==> src/rtl/spc_pkg.sv <==
package spc_pkg;
  typedef enum logic [1:0] {
    ENC_IDLE = 2'd0,
    ENC_LO   = 2'd1,
    ENC_HI   = 2'd2
  } enc_state_e;
endpackage

==> src/rtl/spc_encoder.sv <==
module spc_encoder
  import spc_pkg::*;
#(
  parameter int BYTE_W   = 8,
  parameter int SAMPLE_W = 10
) (
  input  logic              clk,
  input  logic              rst,
  input  logic              in_valid,
  output logic              in_ready,
  input  logic [BYTE_W-1:0] in_hi,
  input  logic [BYTE_W-1:0] in_lo,
  input  logic              in_mark,
  output logic              out_valid,
  input  logic              out_ready,
  output logic [BYTE_W-1:0] out_byte
);
  localparam int HI_ORIG = SAMPLE_W - BYTE_W;
  localparam int PAD_W   = BYTE_W - HI_ORIG - 1;
  localparam logic [BYTE_W-1:0] MARK = {1'b0, {(BYTE_W-1){1'b1}}};

  enc_state_e        state_q;
  logic [BYTE_W-1:0] hold_q;
  logic [BYTE_W-1:0] lo_enc, hi_enc, first_b, second_b;
  logic              unused_hi;

  assign unused_hi = ^in_hi[BYTE_W-1:HI_ORIG];
  assign lo_enc    = {1'b0, in_lo[BYTE_W-2:0]};
  assign hi_enc    = {{PAD_W{1'b0}}, in_hi[HI_ORIG-1:0], in_lo[BYTE_W-1]};
  assign first_b   = in_mark ? MARK : lo_enc;
  assign second_b  = in_mark ? MARK : hi_enc;

  assign in_ready  = (state_q == ENC_IDLE);
  assign out_valid = (state_q != ENC_IDLE);

  always_ff @(posedge clk) begin
    if (rst) begin
      state_q  <= ENC_IDLE;
      hold_q   <= '0;
      out_byte <= '0;
    end else begin
      unique case (state_q)
        ENC_IDLE: if (in_valid) begin
          out_byte <= first_b;
          hold_q   <= second_b;
          state_q  <= ENC_LO;
        end
        ENC_LO: if (out_ready) begin
          out_byte <= hold_q;
          state_q  <= ENC_HI;
        end
        ENC_HI: if (out_ready) begin
          state_q  <= ENC_IDLE;
        end
        default: state_q <= ENC_IDLE;
      endcase
    end
  end
endmodule

==> src/rtl/spc_byte_fix.sv <==
module spc_byte_fix #(
  parameter int BYTE_W      = 8,
  parameter bit LINK_INV_EN = 1'b1
) (
  input  logic              invert,
  input  logic [BYTE_W-1:0] raw,
  output logic [BYTE_W-1:0] fixed
);
  generate
    if (LINK_INV_EN) begin : g_inv
      // all-ones minus b equals bitwise complement
      assign fixed = invert ? ~raw : raw;
    end else begin : g_pass
      logic unused_inv;
      assign unused_inv = invert;
      assign fixed = raw;
    end
  endgenerate
endmodule

==> src/rtl/spc_decoder.sv <==
module spc_decoder #(
  parameter int BYTE_W   = 8,
  parameter int SAMPLE_W = 10
) (
  input  logic                clk,
  input  logic                rst,
  input  logic                in_valid,
  input  logic [BYTE_W-1:0]   in_byte,
  output logic                out_valid,
  output logic [SAMPLE_W-1:0] out_sample,
  output logic                out_end,
  output logic                out_err
);
  localparam int HI_PAY = SAMPLE_W - (BYTE_W - 1);
  localparam logic [BYTE_W-1:0] MARK = {1'b0, {(BYTE_W-1){1'b1}}};

  logic              phase_q;
  logic [BYTE_W-1:0] lo_q;
  logic              is_mark, hi_over, unused_lo;

  assign unused_lo = lo_q[BYTE_W-1];
  assign is_mark   = (lo_q == MARK) && (in_byte == MARK);
  assign hi_over   = |in_byte[BYTE_W-1:HI_PAY];

  always_ff @(posedge clk) begin
    if (rst) begin
      phase_q    <= 1'b0;
      lo_q       <= '0;
      out_valid  <= 1'b0;
      out_end    <= 1'b0;
      out_err    <= 1'b0;
      out_sample <= '0;
    end else begin
      out_valid <= 1'b0;
      out_end   <= 1'b0;
      out_err   <= 1'b0;
      if (in_valid) begin
        if (!phase_q) begin
          lo_q    <= in_byte;
          phase_q <= 1'b1;
        end else begin
          phase_q <= 1'b0;
          if (is_mark) begin
            out_end <= 1'b1;
          end else if (hi_over) begin
            out_err <= 1'b1;
          end else begin
            out_valid  <= 1'b1;
            out_sample <= {in_byte[HI_PAY-1:0], lo_q[BYTE_W-2:0]};
          end
        end
      end
    end
  end
endmodule

==> src/rtl/sample_pair_codec.sv <==
module sample_pair_codec #(
  parameter int BYTE_W      = 8,
  parameter int SAMPLE_W    = 10,
  parameter bit LINK_INV_EN = 1'b1
) (
  input  logic                clk,
  input  logic                rst,
  input  logic                enc_in_valid,
  output logic                enc_in_ready,
  input  logic [BYTE_W-1:0]   enc_in_hi,
  input  logic [BYTE_W-1:0]   enc_in_lo,
  input  logic                enc_in_mark,
  output logic                enc_out_valid,
  input  logic                enc_out_ready,
  output logic [BYTE_W-1:0]   enc_out_byte,
  input  logic                dec_invert,
  input  logic                dec_in_valid,
  input  logic [BYTE_W-1:0]   dec_in_byte,
  output logic                dec_out_valid,
  output logic [SAMPLE_W-1:0] dec_out_sample,
  output logic                dec_out_end,
  output logic                dec_out_err
);
  logic [BYTE_W-1:0] rx_fixed;

  spc_encoder #(.BYTE_W(BYTE_W), .SAMPLE_W(SAMPLE_W)) enc_i (
    .clk(clk), .rst(rst),
    .in_valid(enc_in_valid), .in_ready(enc_in_ready),
    .in_hi(enc_in_hi), .in_lo(enc_in_lo), .in_mark(enc_in_mark),
    .out_valid(enc_out_valid), .out_ready(enc_out_ready),
    .out_byte(enc_out_byte)
  );

  spc_byte_fix #(.BYTE_W(BYTE_W), .LINK_INV_EN(LINK_INV_EN)) fix_i (
    .invert(dec_invert), .raw(dec_in_byte), .fixed(rx_fixed)
  );

  spc_decoder #(.BYTE_W(BYTE_W), .SAMPLE_W(SAMPLE_W)) dec_i (
    .clk(clk), .rst(rst),
    .in_valid(dec_in_valid), .in_byte(rx_fixed),
    .out_valid(dec_out_valid), .out_sample(dec_out_sample),
    .out_end(dec_out_end), .out_err(dec_out_err)
  );
endmodule

==> config.mk <==
export PLATFORM = sky130hd
export DESIGN_NAME = sample_pair_codec
export DESIGN_NICKNAME = d
export VERILOG_FILES = /design/src/rtl/spc_pkg.sv /design/src/rtl/spc_encoder.sv /design/src/rtl/spc_byte_fix.sv /design/src/rtl/spc_decoder.sv /design/src/rtl/sample_pair_codec.sv
export SDC_FILE = /design/constraint.sdc
export NUM_CORES = 1
export LEC_CHECK = 0
export BUFFER_PORTS_ARGS = -buffer_cell sky130_fd_sc_hd__buf_2
export CAP_MARGIN = 25
export CORE_MARGIN = 2
export CORE_UTILIZATION = 35
export DETAILED_ROUTE_END_ITERATION = 16
export PLACE_DENSITY = 0.59
export SLEW_MARGIN = 40
export SYNTH_ARGS = -nofsm -noshare
export SYNTH_HDL_FRONTEND = slang
export SYNTH_SLANG_ARGS = --single-unit
==> constraint.sdc <==
create_clock -name clk -period 2.4 [get_ports clk]
set_input_delay 0 -clock clk [delete_from_list [all_inputs] [get_ports clk]]
set_output_delay 0 -clock clk [all_outputs]
set_load 0.05 [all_outputs]
After elaboration in Yosys (flattened, before gate mapping) --
Cells that the tools add are included.
Storage, ports and cells: flip-flop bits (word level) 40
Operators by class: mux-type cells 14, bitwise operators 5, reduce and logical (&&, ||, !) cells 12, eq/ne operators 7
Operator list (count):
- 2-to-1 mux 8 bit | 3
- equality test 8 x 7 -> 1 bit, second input constant | 2
- one-hot mux 8 bit (2 select lines) | 1
- 2-to-1 mux 7 bit | 2
- NOT 8 bit | 1
- 2-to-1 mux 2 bit | 3
- != test 2 bit, second input constant | 3
- one-hot mux 2 bit (3 select lines) | 1
- AND reduction 3 bit | 2
- OR reduction 5 bit | 1
- 2-to-1 mux 1 bit | 4
- NOT 1 bit | 4
- AND reduction 2 bit | 2
- AND reduction 4 bit | 1
- nonzero test 2 bit | 2
- OR reduction 4 bit | 1
- OR reduction 3 bit | 1
- equality test 2 x 1 -> 1 bit, second input constant | 1
- equality test 2 bit, second input constant | 1
- logical NOT 2 bit | 1
- logical AND 1 bit | 1

Depth between registers and ports, before layout --
Gate-level depths: netlist (run 1).
depth after elaboration 6, depth in mapped cells 5, gate-level depth less buffers 4

By module --
A second synthesis (run 1) with hierarchy kept.
Second synthesis, totals: cells, all modules 177, area total of the unflattened synthesis 1636.6 µm²
Modules (own cells, without submodules):
- spc_decoder | area an instance 907.1 µm², times used 1, seq. area each 440.4 µm², cells each 98
- spc_encoder | area an instance 648.1 µm², times used 1, seq. area each 260.2 µm², cells each 70
- spc_byte_fix | area an instance 81.3 µm², times used 1, seq. area each 0.0 µm², cells each 9

Least setup slack after synthesis (run 1) --
Ideal clock, no wire load.
path kind flip-flop to flip-flop, from reg enc_i.state_q[1], to reg enc_i.hold_q[5], buffers on the path 1, data required time 2272 ps, data arrival time 1737 ps, cell stages (with the launch flop) 6, slack 535 ps, path through dfxtp_1 -> nor2_1 -> and2_1 -> clkbuf_1 -> mux2i_1 -> nor2_1
On the way: word-level cells in the longest chain between the ends 2
Ends and longest elaborated chain:
- from (decl) | RTL line spc_encoder.sv:22 | enc_state_e state_q;
- from (signal assigned) | RTL line spc_encoder.sv:38 | state_q <= ENC_IDLE;
- from (signal assigned) | RTL line spc_encoder.sv:46 | state_q <= ENC_LO;
- from (signal assigned) | RTL line spc_encoder.sv:50 | state_q <= ENC_HI;
- logical NOT 2 bit
- named net enc_in_ready | RTL line sample_pair_codec.sv:9 | output logic enc_in_ready,
- AND reduction 2 bit (no line)
- to (signal assigned) | RTL line spc_encoder.sv:45 | hold_q <= second_b;
- to (decl) | RTL line spc_encoder.sv:23 | logic [BYTE_W-1:0] hold_q;
The timed path passes the listed nets, and every way through them passes these cells. A chain may end at the register's enable or synchronous reset.

Final worst setup path (run 1) --
from reg dec_i.lo_q[3], to reg dec_i.out_end
On the way: word-level cells in the longest chain between the ends 3
Ends and longest elaborated chain:
- from (decl) | RTL line spc_decoder.sv:18 | logic [BYTE_W-1:0] lo_q;
- from (signal assigned) | RTL line spc_decoder.sv:39 | lo_q <= in_byte;
- equality test 8 x 7 -> 1 bit | RTL line spc_decoder.sv:22 | assign is_mark = (lo_q == MARK) && (in_byte == MARK);
- logical AND 1 bit | RTL line spc_decoder.sv:22
- 2-to-1 mux 1 bit | RTL line spc_decoder.sv:43 | if (is_mark) begin
- to (signal assigned) | RTL line spc_decoder.sv:30 | out_end <= 1'b0;
- to (signal assigned) | RTL line spc_decoder.sv:35 | out_end <= 1'b0;
- to (signal assigned) | RTL line spc_decoder.sv:44 | out_end <= 1'b1;
- to (decl) | RTL line spc_decoder.sv:11 | output logic out_end,
Every way passes these cells.

==> results of run 1 <==
[registers in the layout, summed over array words and instances (netlist names)]
| name | cells |
|---|---|
| dec_i.phase_q | 1 |
| enc_i.hold_q | 4 |
| dec_i.out_err | 1 |
| dec_i.out_valid | 1 |
| enc_i.state_q | 2 |
| dec_i.lo_q | 8 |
| dec_i.out_sample | 10 |
| dec_i.out_end | 1 |
| enc_i.out_byte | 7 |
[how the worst max path moves through the flow]
stage                                              from                          endpoint  cells after the start
after floorplan           enc_i.state_q[1]$_SDFFE_PP0P_      enc_i.hold_q[5]$_SDFFE_PP0P_                      5
after global placement                       dec_invert  dec_i.out_sample[7]$_SDFFE_PP0P_                      5
after detailed placement                     dec_invert  dec_i.out_sample[8]$_SDFFE_PP0P_                      5
after CTS                    dec_i.lo_q[1]$_SDFFE_PP0P_          dec_i.out_end$_SDFF_PP0_                      4
after global routing      enc_i.state_q[0]$_SDFFE_PP0P_    enc_i.out_byte[5]$_SDFFE_PP0P_                      4
final                        dec_i.lo_q[3]$_SDFFE_PP0P_          dec_i.out_end$_SDFF_PP0_                      4
[cell type report]
cell class / instances / area, um2
fill: 439 / 2240
multi-input combinational: 127 / 742
sequential: 35 / 701
timing repair buffer: 48 / 248
clock buffer: 6 / 82.6
tap: 50 / 62.6
inverter: 2 / 7.51
clock inverter: 1 / 5.00
[per-stage QoR]
| step | hold WS, ns | cell area [um2] | power [mW] |
|---|---|---|---|
| global placement | 0.240 | 1750 | 0.903 |
| CTS | 0.00613 | 1850 | 1.33 |
| floorplan | 0.117 | 1510 | 0.838 |
| finish | 0.00480 | 1850 | 1.31 |
| detailed placement | 0.245 | 1750 | 0.905 |
| global route | 0.0193 | 1850 | 1.38 |
[power by group through the flow]
stage / combinational, mW / clock [mW] / sequential (mW)
after global placement: 0.246 / 0 / 0.656
final: 0.249 / 0.420 / 0.645
after global routing: 0.273 / 0.459 / 0.649
after floorplan: 0.137 / 0 / 0.702
after CTS: 0.250 / 0.434 / 0.645
after detailed placement: 0.247 / 0 / 0.658
[placed cells by master (no fill, tap or decap), drive strengths merged, types with 4 or more instances in the layout]
| cell | instances |
|---|---|
| a21oi | 19 |
| nor2 | 26 |
| o21ai | 7 |
| o221ai | 4 |
| dfxtp | 35 |
| nand2 | 15 |
| buf | 47 |
| nand3 | 7 |
| xnor2 | 9 |
| clkbuf | 6 |
| a211oi | 14 |
[worst max-delay path: cells and delay by family, from the launching register on]
| kind | cells | cell delay [ns] |
|---|---|---|
| compound gates | 1 | 0.30 |
| flops | 1 | 0.37 |
| simple gates | 3 | 0.82 |
[kinds of logic after synthesis]
group                     count (synthesis)  synth area share
AOI/OAI and AO/OA                        52             0.227
xor gates and xnor gates                  9            0.0521
buffers and inverters                    16            0.0463
DFF                                      35             0.463
muxes                                     1           0.00662
other                                     1           0.00248
and+or+nand+nor                          64             0.203
[per-layer routing]
layer / vias to the layer above / routed length, um
met5: - / 0
met4: 0 / 34
met3: 2 / 140
met2: 28 / 1490
met1: 607 / 1780
li1: 714 / -
==> impl_metrics.json, run 1 <==
{
  "reg2reg_from": "dec_i.lo_q[3]$_SDFFE_PP0P_",
  "utilization": 0.452,
  "grtUsageTotal": 0.149,
  "chipWidth_um": 69.7,
  "vias": 1351,
  "synth_edf_count": 0,
  "drv_slew": 0,
  "p_int_mw": 0.924,
  "antenna_cells": 0,
  "hp-class": "primary input to register",
  "fin_ws_ns": 0.840,
  "synthFlopType": "dfxtp_1",
  "place_inst": 261,
  "worstSetupStartpointType": "register",
  "cp_max_fo": 3,
  "p_seq_frac": 0.491,
  "htreeDepth": 2,
  "areaGrowthSynthToFinish_pct": 22.2,
  "grt_most_used_layer": "met2",
  "core_area_mm2": 0.00409,
  "nets": 250,
  "clk_latency_ns": 0.28,
  "drive_above_1_share": 0.269,
  "clkPwrFrac": 0.320,
  "grt_max_degree": 36,
  "yosysUniqueCellTypes": 32,
  "period_needed_ns": 1.56,
  "path_clk_slew_ns": 0.07,
  "netlist_area_mm2": 0.00151,
  "worstPathRequired_ns": 2.61,
  "combinationalPowerShare": 0.189,
  "p_per_area_mw_per_mm2": 711,
  "cts_resized": 0,
  "worst_r2r_path_depth": 4,
  "drc_errors": 0,
  "async_flop_share": 0,
  "clock-skew-final_ns": 0.00755,
  "antenna_found_initial": 0,
  "overflow": 0,
  "gp_congestion": 0.795,
  "rsz0062_at_grt": "no",
  "vias_per_cell": 5.02,
  "synth.top_cell.area_share": 0.463,
  "first_pass_iters": 4,
  "path_class": "register to register",
  "dieArea_mm2": 0.00486,
  "maxCapViolations": 0,
  "cts_buffers": 5,
  "fp.dieH_um": 69.7,
  "drt_iter0_drc": 112,
  "relSlewSlack": 0.513,
  "boundaryPins": 54,
  "avgSynthCellArea_um2": 8.50,
  "rows": 23,
  "clock-root-buffer": "clkbuf_8",
  "worstReg2RegEnd": "dec_i.out_end$_SDFF_PP0_",
  "cts_tree": "yes",
  "end_kind": "register",
  "outcome": "complete, no violations",
  "grtUsageMet2": 0.225,
  "synth_warnings": 0,
  "dp_slack_ns": 0.849,
  "sw_frac_of_total": 0.297,
  "routedWlPerCell_um": 12.8,
  "regToRegSetupSlack_ns": 0.84,
  "antenna_left": 0,
  "cts_buffer_depth": 2,
  "synth.most_common_cell": "dfxtp_1",
  "synth_top_cell_by_area": "dfxtp_1",
  "cp_slowest_stage_delay_ns": 0.51,
  "cts.sinks": 35,
  "setup_viol": 0,
  "synthTopCellsByArea": "dfxtp_1 46%, a211oi_1 6.9%, nor2_1 6.5%, a21oi_1 6.3%, xnor2_1 5.2%",
  "cp_slowest_cell": "or4_1",
  "min_to": "dec_i.phase_q$_SDFFE_PP0P_",
  "met3_usage": 0.0247,
  "tightest_slew_ns": 0.728,
  "holdCritStartpoint": "dec_in_valid",
  "holdPathStages": 3,
  "ir_drop_uv": 212,
  "synth_nets": 209,
  "initial_utilization": 0.370,
  "fmax_mhz": 641,
  "postCtsSetupBuffers": 0,
  "crit_arrival_ns": 1.77,
  "final_hold_viol_count": 0,
  "io_buffer_count": 46,
  "setup_tns_ns": 0,
  "grt_pass1_vias": 1319,
  "synth_common_cells": "35 x dfxtp_1, 26 x nor2_1, 19 x a21oi_1",
  "fin_crit_sh": 0.650,
  "ys_ff_latch": 35,
  "stdcell_count": 269,
  "wl_um": 3450,
  "syn_inst": 178,
  "grt_pass1_wl_um": 5980,
  "hpwl_um": 2470,
  "p_sw_mw": 0.390,
  "p_leak_nw": 0.743,
  "holdBufCountCts": 1,
  "seq_area_frac_synth": 0.463,
  "crit_chain": "nand4_1, or4_1, a221oi_2, nor3b_2",
  "grtUsageMet1": 0.209
}
Note: power is estimated with default switching activity, not from simulation.
==> run 2: changes to the inputs <==
Settings changed: ABC_AREA set to 1, PLACE_DENSITY 0.59 to 0.58.
Clock period 2.4 ns to 1.6 ns, I/O delays scaled along.
==> impl_metrics.json, run 2 <==
{
  "fin_crit_sh": 0.792,
  "end_kind": "register",
  "worstPathRequired_ns": 1.81,
  "hp-class": "primary input to register",
  "p_int_mw": 1.43,
  "worstSetupStartpointType": "register",
  "grt_max_degree": 19,
  "sw_frac_of_total": 0.287,
  "grt_pass1_wl_um": 5460,
  "synth.most_common_cell": "nand2_1",
  "multi_input_area_um2": 669,
  "cp_max_fo": 14,
  "grtUsageTotal": 0.138,
  "cts.sinks": 35,
  "async_flop_share": 0,
  "synth_top_cell_by_area": "dfxtp_1",
  "setup_viol": 0,
  "drive_above_1_share": 0.259,
  "dieArea_mm2": 0.00497,
  "syn_inst": 214,
  "first_pass_iters": 4,
  "crit_arrival_ns": 1.48,
  "antenna_left": 0,
  "htreeDepth": 2,
  "cp_slowest_cell": "dfxtp_1",
  "nFillCells": 468,
  "gp_congestion": 0.775,
  "top_register": "dec_i.out_sample",
  "grt_pass1_vias": 1281,
  "ir_drop_uv": 306,
  "seq_area_frac_synth": 0.453,
  "antenna_cells": 0,
  "crit_chain": "inv_1, nor2_2, nand2_1, nand2_2, o21ai_0, a31oi_1",
  "synth_edf_count": 0,
  "p_sw_mw": 0.578,
  "final_hold_viol_count": 0,
  "postCtsSetupBuffers": 0,
  "wl_um": 3190,
  "maxCapViolations": 0,
  "cp_slowest_stage_delay_ns": 0.35,
  "initial_utilization": 0.360,
  "fmax_mhz": 790,
  "synthFlopType": "dfxtp_1",
  "cts_buffer_depth": 2,
  "boundaryPins": 54,
  "period_needed_ns": 1.27,
  "synth.top_cell.area_share": 0.453,
  "synth_common_cells": "39 x nand2_1, 35 x dfxtp_1, 29 x nor2_1",
  "drc_errors": 0,
  "clk_latency_ns": 0.28,
  "synth_nets": 245,
  "routedWlPerCell_um": 10.0,
  "cts_resized": 0,
  "clkPwrFrac": 0.342,
  "seq_area_um2": 701,
  "clock-root-buffer": "clkbuf_8",
  "outcome": "complete, no violations",
  "vias_per_cell": 4.40,
  "synth_warnings": 0,
  "setup_tns_ns": 0,
  "cp_top_family": "simple AND/OR/NAND/NOR gates",
  "areaGrowthSynthToFinish_pct": 26.4,
  "drt_iter0_drc": 81,
  "reg_top3": "dec_i.out_sample x10, dec_i.lo_q x8, enc_i.out_byte x7",
  "io_buffer_count": 46,
  "overflow": 0,
  "drv_slew": 0,
  "core_area_mm2": 0.00429,
  "rsz0062_at_grt": "no",
  "p_per_area_mw_per_mm2": 1030,
  "cts_buffers": 5,
  "rows": 24,
  "avgSynthCellArea_um2": 7.23,
  "path_clk_slew_ns": 0.07,
  "antenna_found_initial": 0,
  "netlist_area_mm2": 0.00155,
  "largest_reg_flops": 10,
  "combinationalPowerShare": 0.182,
  "clock-skew-final_ns": 0.00425,
  "holdBufCountCts": 3,
  "fp.dieH_um": 70.5,
  "p_total_mw": 2.01,
  "p_leak_nw": 1.01,
  "synthTopCellsByArea": "dfxtp_1 45%, nand2_1 9.5%, o21ai_0 7.4%, nor2_1 7.0%, inv_1 6.8%",
  "p_seq_frac": 0.477,
  "chipWidth_um": 70.5,
  "cts_tree": "yes",
  "nets": 296,
  "yosysUniqueCellTypes": 22,
  "path_buf_inv": 1,
  "ys_ff_latch": 35,
  "vias": 1398,
  "final_common_cell": "buf_2",
  "hpwl_um": 2380,
  "path_class": "register to register",
  "final_cell_mix": "46 x buf_2, 39 x nand2_1, 35 x dfxtp_1, 29 x nor2_1, 28 x inv_1"
}
-- run 2: cell types whose count changed in the layout (fill, tap and decap cells not counted), sizes merged, moves of 7 or more --
cell / change
a211oi: -14
a31oi: +7
inv: +27
nand2: +28
nor2: +7
nor3: +7
o21ai: +16
xnor2: -9
-- run 2: path summary, 6_finish.rpt --
path / start / endpoint / slack, ns / depth (start not counted)
setup / recovery: enc_i.state_q[0]$_SDFFE_PP0P_ / enc_i.out_byte[0]$_SDFFE_PP0P_ / 0.33 / 6
setup reg to reg: enc_i.state_q[0]$_SDFFE_PP0P_ / enc_i.out_byte[0]$_SDFFE_PP0P_ / 0.33 / 6
hold reg to reg: enc_i.hold_q[0]$_SDFFE_PP0P_ / enc_i.out_byte[0]$_SDFFE_PP0P_ / 0.49 / 2
hold / removal: enc_in_lo[7] / enc_i.hold_q[0]$_SDFFE_PP0P_ / 0.004 / 3
-- run 2: through the flow --
step | area, um2 | hold WS [ns] | std cells | util | setup slack [ns]
after detailed placement | 1820 | 0.288 | 307 | 0.425 | 0.325
after global placement | 1820 | 0.272 | 307 | 0.425 | 0.392
after floorplan | 1550 | 0.157 | 214 | - | 0.00267
after CTS | 1950 | 0.00324 | 318 | 0.455 | 0.312
after global routing | 1950 | 0.0174 | 318 | 0.455 | 0.151
final | 1950 | 0.00438 | 318 | 0.455 | 0.333
-- run 2: cell type report --
class / instances / area share
flip-flops and latches: 35 / 0.359
repair buffers: 54 / 0.159
well taps: 52 / 0.0333
multi-input cells: 140 / 0.343
inverters: 29 / 0.0557
clock buffers: 8 / 0.0512
-- run 2: kinds of logic (layout without fill, tap and decap cells) --
family / Yosys count / count (layout) / share of synthesized area
other cells: 1 / 1 / 0.00242
compound gates: 46 / 46 / 0.156
simple gates: 88 / 88 / 0.241
xor+xnor: 5 / 5 / 0.0332
flops: 35 / 35 / 0.453
buf+inv: 39 / 91 / 0.114
-- run 2: worst min-delay path, delay by kind of cell --
kind | cells | cell delay (ns)
buffers and inverters | 1 | 0.07
AND/OR/NAND/NOR | 2 | 0.16
-- run 2: per-layer routing --
metal / GRT usage / wire length (um) / vias up
li1: - / - / 774
met1: 0.181 / 1670 / 590
met2: 0.202 / 1330 / 29
met3: 0.0390 / 152 / 5
met4: 0.0769 / 44 / 0
met5: 0 / 0 / -
-- run 2: power by group through the flow --
stage          sequential, mW  clock (mW)  combinational, mW
4_1_cts                 0.960       0.711              0.368
6_report                0.959       0.688              0.366
3_3_place_gp            0.978           0              0.360
2_1_floorplan            1.05           0              0.191
3_5_place_dp            0.979           0              0.362
5_1_grt                 0.966       0.745              0.404
==> run 3: changes to the inputs <==
Clock period 1.6 ns to 1.23 ns, I/O delays scaled along.
==> impl_metrics.json, run 3 (synthesized netlist as in run 2, its figures left out) <==
{
  "outcome": "complete, no violations",
  "reg2reg_from": "enc_i.state_q[0]$_SDFFE_PP0P_",
  "p_total_mw": 2.49,
  "gp_congestion": 0.814,
  "nFillCells": 459,
  "cts.sinks": 35,
  "first_pass_iters": 4,
  "reg_top3": "dec_i.out_sample x10, dec_i.lo_q x8, enc_i.out_byte x7",
  "cp_slowest_stage_delay_ns": 0.37,
  "final_hold_viol_count": 0,
  "path_class": "register to output port",
  "holdPathStages": 4,
  "worstSetupStartpointType": "register",
  "clk_latency_ns": 0.28,
  "grt_pass1_vias": 1247,
  "dieArea_mm2": 0.00497,
  "areaGrowthSynthToFinish_pct": 28.3,
  "period_needed_ns": 1.13,
  "hpwl_um": 2370,
  "vias_per_cell": 4.44,
  "boundaryPins": 54,
  "worstPathRequired_ns": 1.23,
  "path_clk_slew_ns": 0.06,
  "drv_slew": 0,
  "core_area_mm2": 0.00429,
  "overflow": 0,
  "end_kind": "output port",
  "largest_reg_flops": 10,
  "stdcell_count": 321,
  "p_leak_nw": 1.01,
  "setup_viol": 0,
  "worst_r2r_path_depth": 6,
  "htreeDepth": 2,
  "drc_errors": 0,
  "cts_buffer_depth": 2,
  "path_buf_inv": 3,
  "fmax_mhz": 888,
  "rsz0062_at_grt": "no",
  "final_common_cell": "buf_2",
  "initial_utilization": 0.360,
  "chipWidth_um": 70.5,
  "crit_arrival_ns": 1.13,
  "wl_um": 3290,
  "maxCapViolations": 0,
  "clock-skew-final_ns": 0.00447,
  "holdCritStartpoint": "enc_out_ready",
  "top_register": "dec_i.out_sample",
  "routedWlPerCell_um": 10.3,
  "clock-root-buffer": "clkbuf_8",
  "grt_max_degree": 22,
  "antenna_found_initial": 0,
  "place_inst": 308,
  "nets": 301,
  "fin_crit_sh": 0.915,
  "multi_input_area_um2": 674,
  "cts_tree": "yes",
  "drt_iter0_drc": 88,
  "setup_tns_ns": 0,
  "dp_slack_ns": 0.0932,
  "cp_max_fo": 6,
  "regToRegSetupSlack_ns": 0.11,
  "rows": 24,
  "fin_ws_ns": 0.104,
  "utilization": 0.462,
  "worstReg2RegEnd": "enc_i.out_byte[3]$_SDFFE_PP0P_",
  "fp.dieH_um": 70.5,
  "p_per_area_mw_per_mm2": 1260,
  "ir_drop_uv": 356,
  "cts_buffers": 5,
  "crit_chain": "nor2_4, buf_4, inv_1, buf_2",
  "antenna_left": 0,
  "grt_pass1_wl_um": 5490,
  "hp-class": "primary input to register",
  "drive_above_1_share": 0.275,
  "cp_slowest_cell": "dfxtp_2",
  "antenna_cells": 0,
  "cp_top_family": "buffers and inverters",
  "vias": 1424,
  "final_cell_mix": "45 x buf_2, 39 x nand2_1, 33 x dfxtp_1, 29 x nor2_1, 26 x inv_1",
  "io_buffer_count": 46,
  "grtUsageTotal": 0.143,
  "min_to": "enc_i.state_q[0]$_SDFFE_PP0P_",
  "seq_area_um2": 703
}
[run 3: cell types whose count changed in the layout (fill, tap and decap cells not counted), moves of 2 or more]
cell and change:
clkbuf_8 -2, o21ai_1 +4, o21ai_0 -4, buf_4 +2
dlygate4sd3_1 +2, dfxtp_1 -2, clkinvlp_4 +2, dfxtp_2 +2
inv_1 -2
[run 3: final cells by class]
class                   instances  area share
well taps                      52      0.0328
repair inverters                1     0.00252
inverters                      29      0.0586
repair buffers                 58       0.175
flip-flops and latches         35       0.354
clock buffers                   6      0.0366
multi-input cells             140       0.340
[run 3: power breakdown]
| group | total (mW) | switching (mW) | leakage, nW | internal [mW] |
|---|---|---|---|---|
| Combinational | 0.498 | 0.335 | 0.685 | 0.163 |
| Sequential | 1.25 | 0.0413 | 0.288 | 1.21 |
| Clock | 0.744 | 0.367 | 0.0371 | 0.377 |
[run 3: through the flow]
stage / instance area, um2 / hold slack (ns)
after floorplan: 1550 / 0.157
after global placement: 1840 / 0.270
after detailed placement: 1840 / 0.289
after CTS: 1960 / 0.00948
after global routing: 1980 / 0.0253
final: 1980 / 0.0167
[run 3: repair_timing]
action / 4_1_cts / 5_1_grt
hold buffers: 5 / 0
setup buffers: 0 / 1
resized for setup: 0 / 4
setup endpoints to repair: 0 / 11
hold endpoints to repair: 5 / 0
[run 3: how the worst max path moves through the flow]
| stage | start | endpoint | slack, ns | cells after the start |
|---|---|---|---|---|
| 2_1_floorplan | enc_i.state_q[0]$_SDFFE_PP0P_ | enc_i.out_byte[5]$_SDFFE_PP0P_ | -0.07 | 6 |
| 6_report | enc_i.state_q[1]$_SDFFE_PP0P_ | enc_out_valid | 0.10 | 4 |
| 4_1_cts | rst | dec_i.lo_q[1]$_SDFFE_PP0P_ | 0.02 | 6 |
| 3_5_place_dp | dec_invert | dec_i.out_sample[4]$_SDFFE_PP0P_ | 0.09 | 9 |
| 5_1_grt | enc_i.state_q[0]$_SDFFE_PP0P_ | enc_i.out_byte[0]$_SDFFE_PP0P_ | 0.009 | 6 |
| 3_3_place_gp | dec_invert | dec_i.out_sample[0]$_SDFFE_PP0P_ | 0.12 | 9 |
[run 3: worst register-to-register path, stage by stage, from the launching register on]
cell and delay [ns]:
dfxtp_2 0.35, inv_1 0.06, nor2_2 0.09, buf_4 0.15, clkinvlp_4 0.14, o21ai_0 0.10
a31oi_1 0.11
[run 3: layer usage]
metal  vias to the layer above  wire length, um  global-route usage  part of all wire
met3                         7              191              0.0519             0.058
met1                       604             1690               0.185              0.51
met4                         0               79              0.0769             0.024
li1                        780                -                   -                 -
met2                        33             1330               0.206              0.40
met5                         -                0                   0                 0
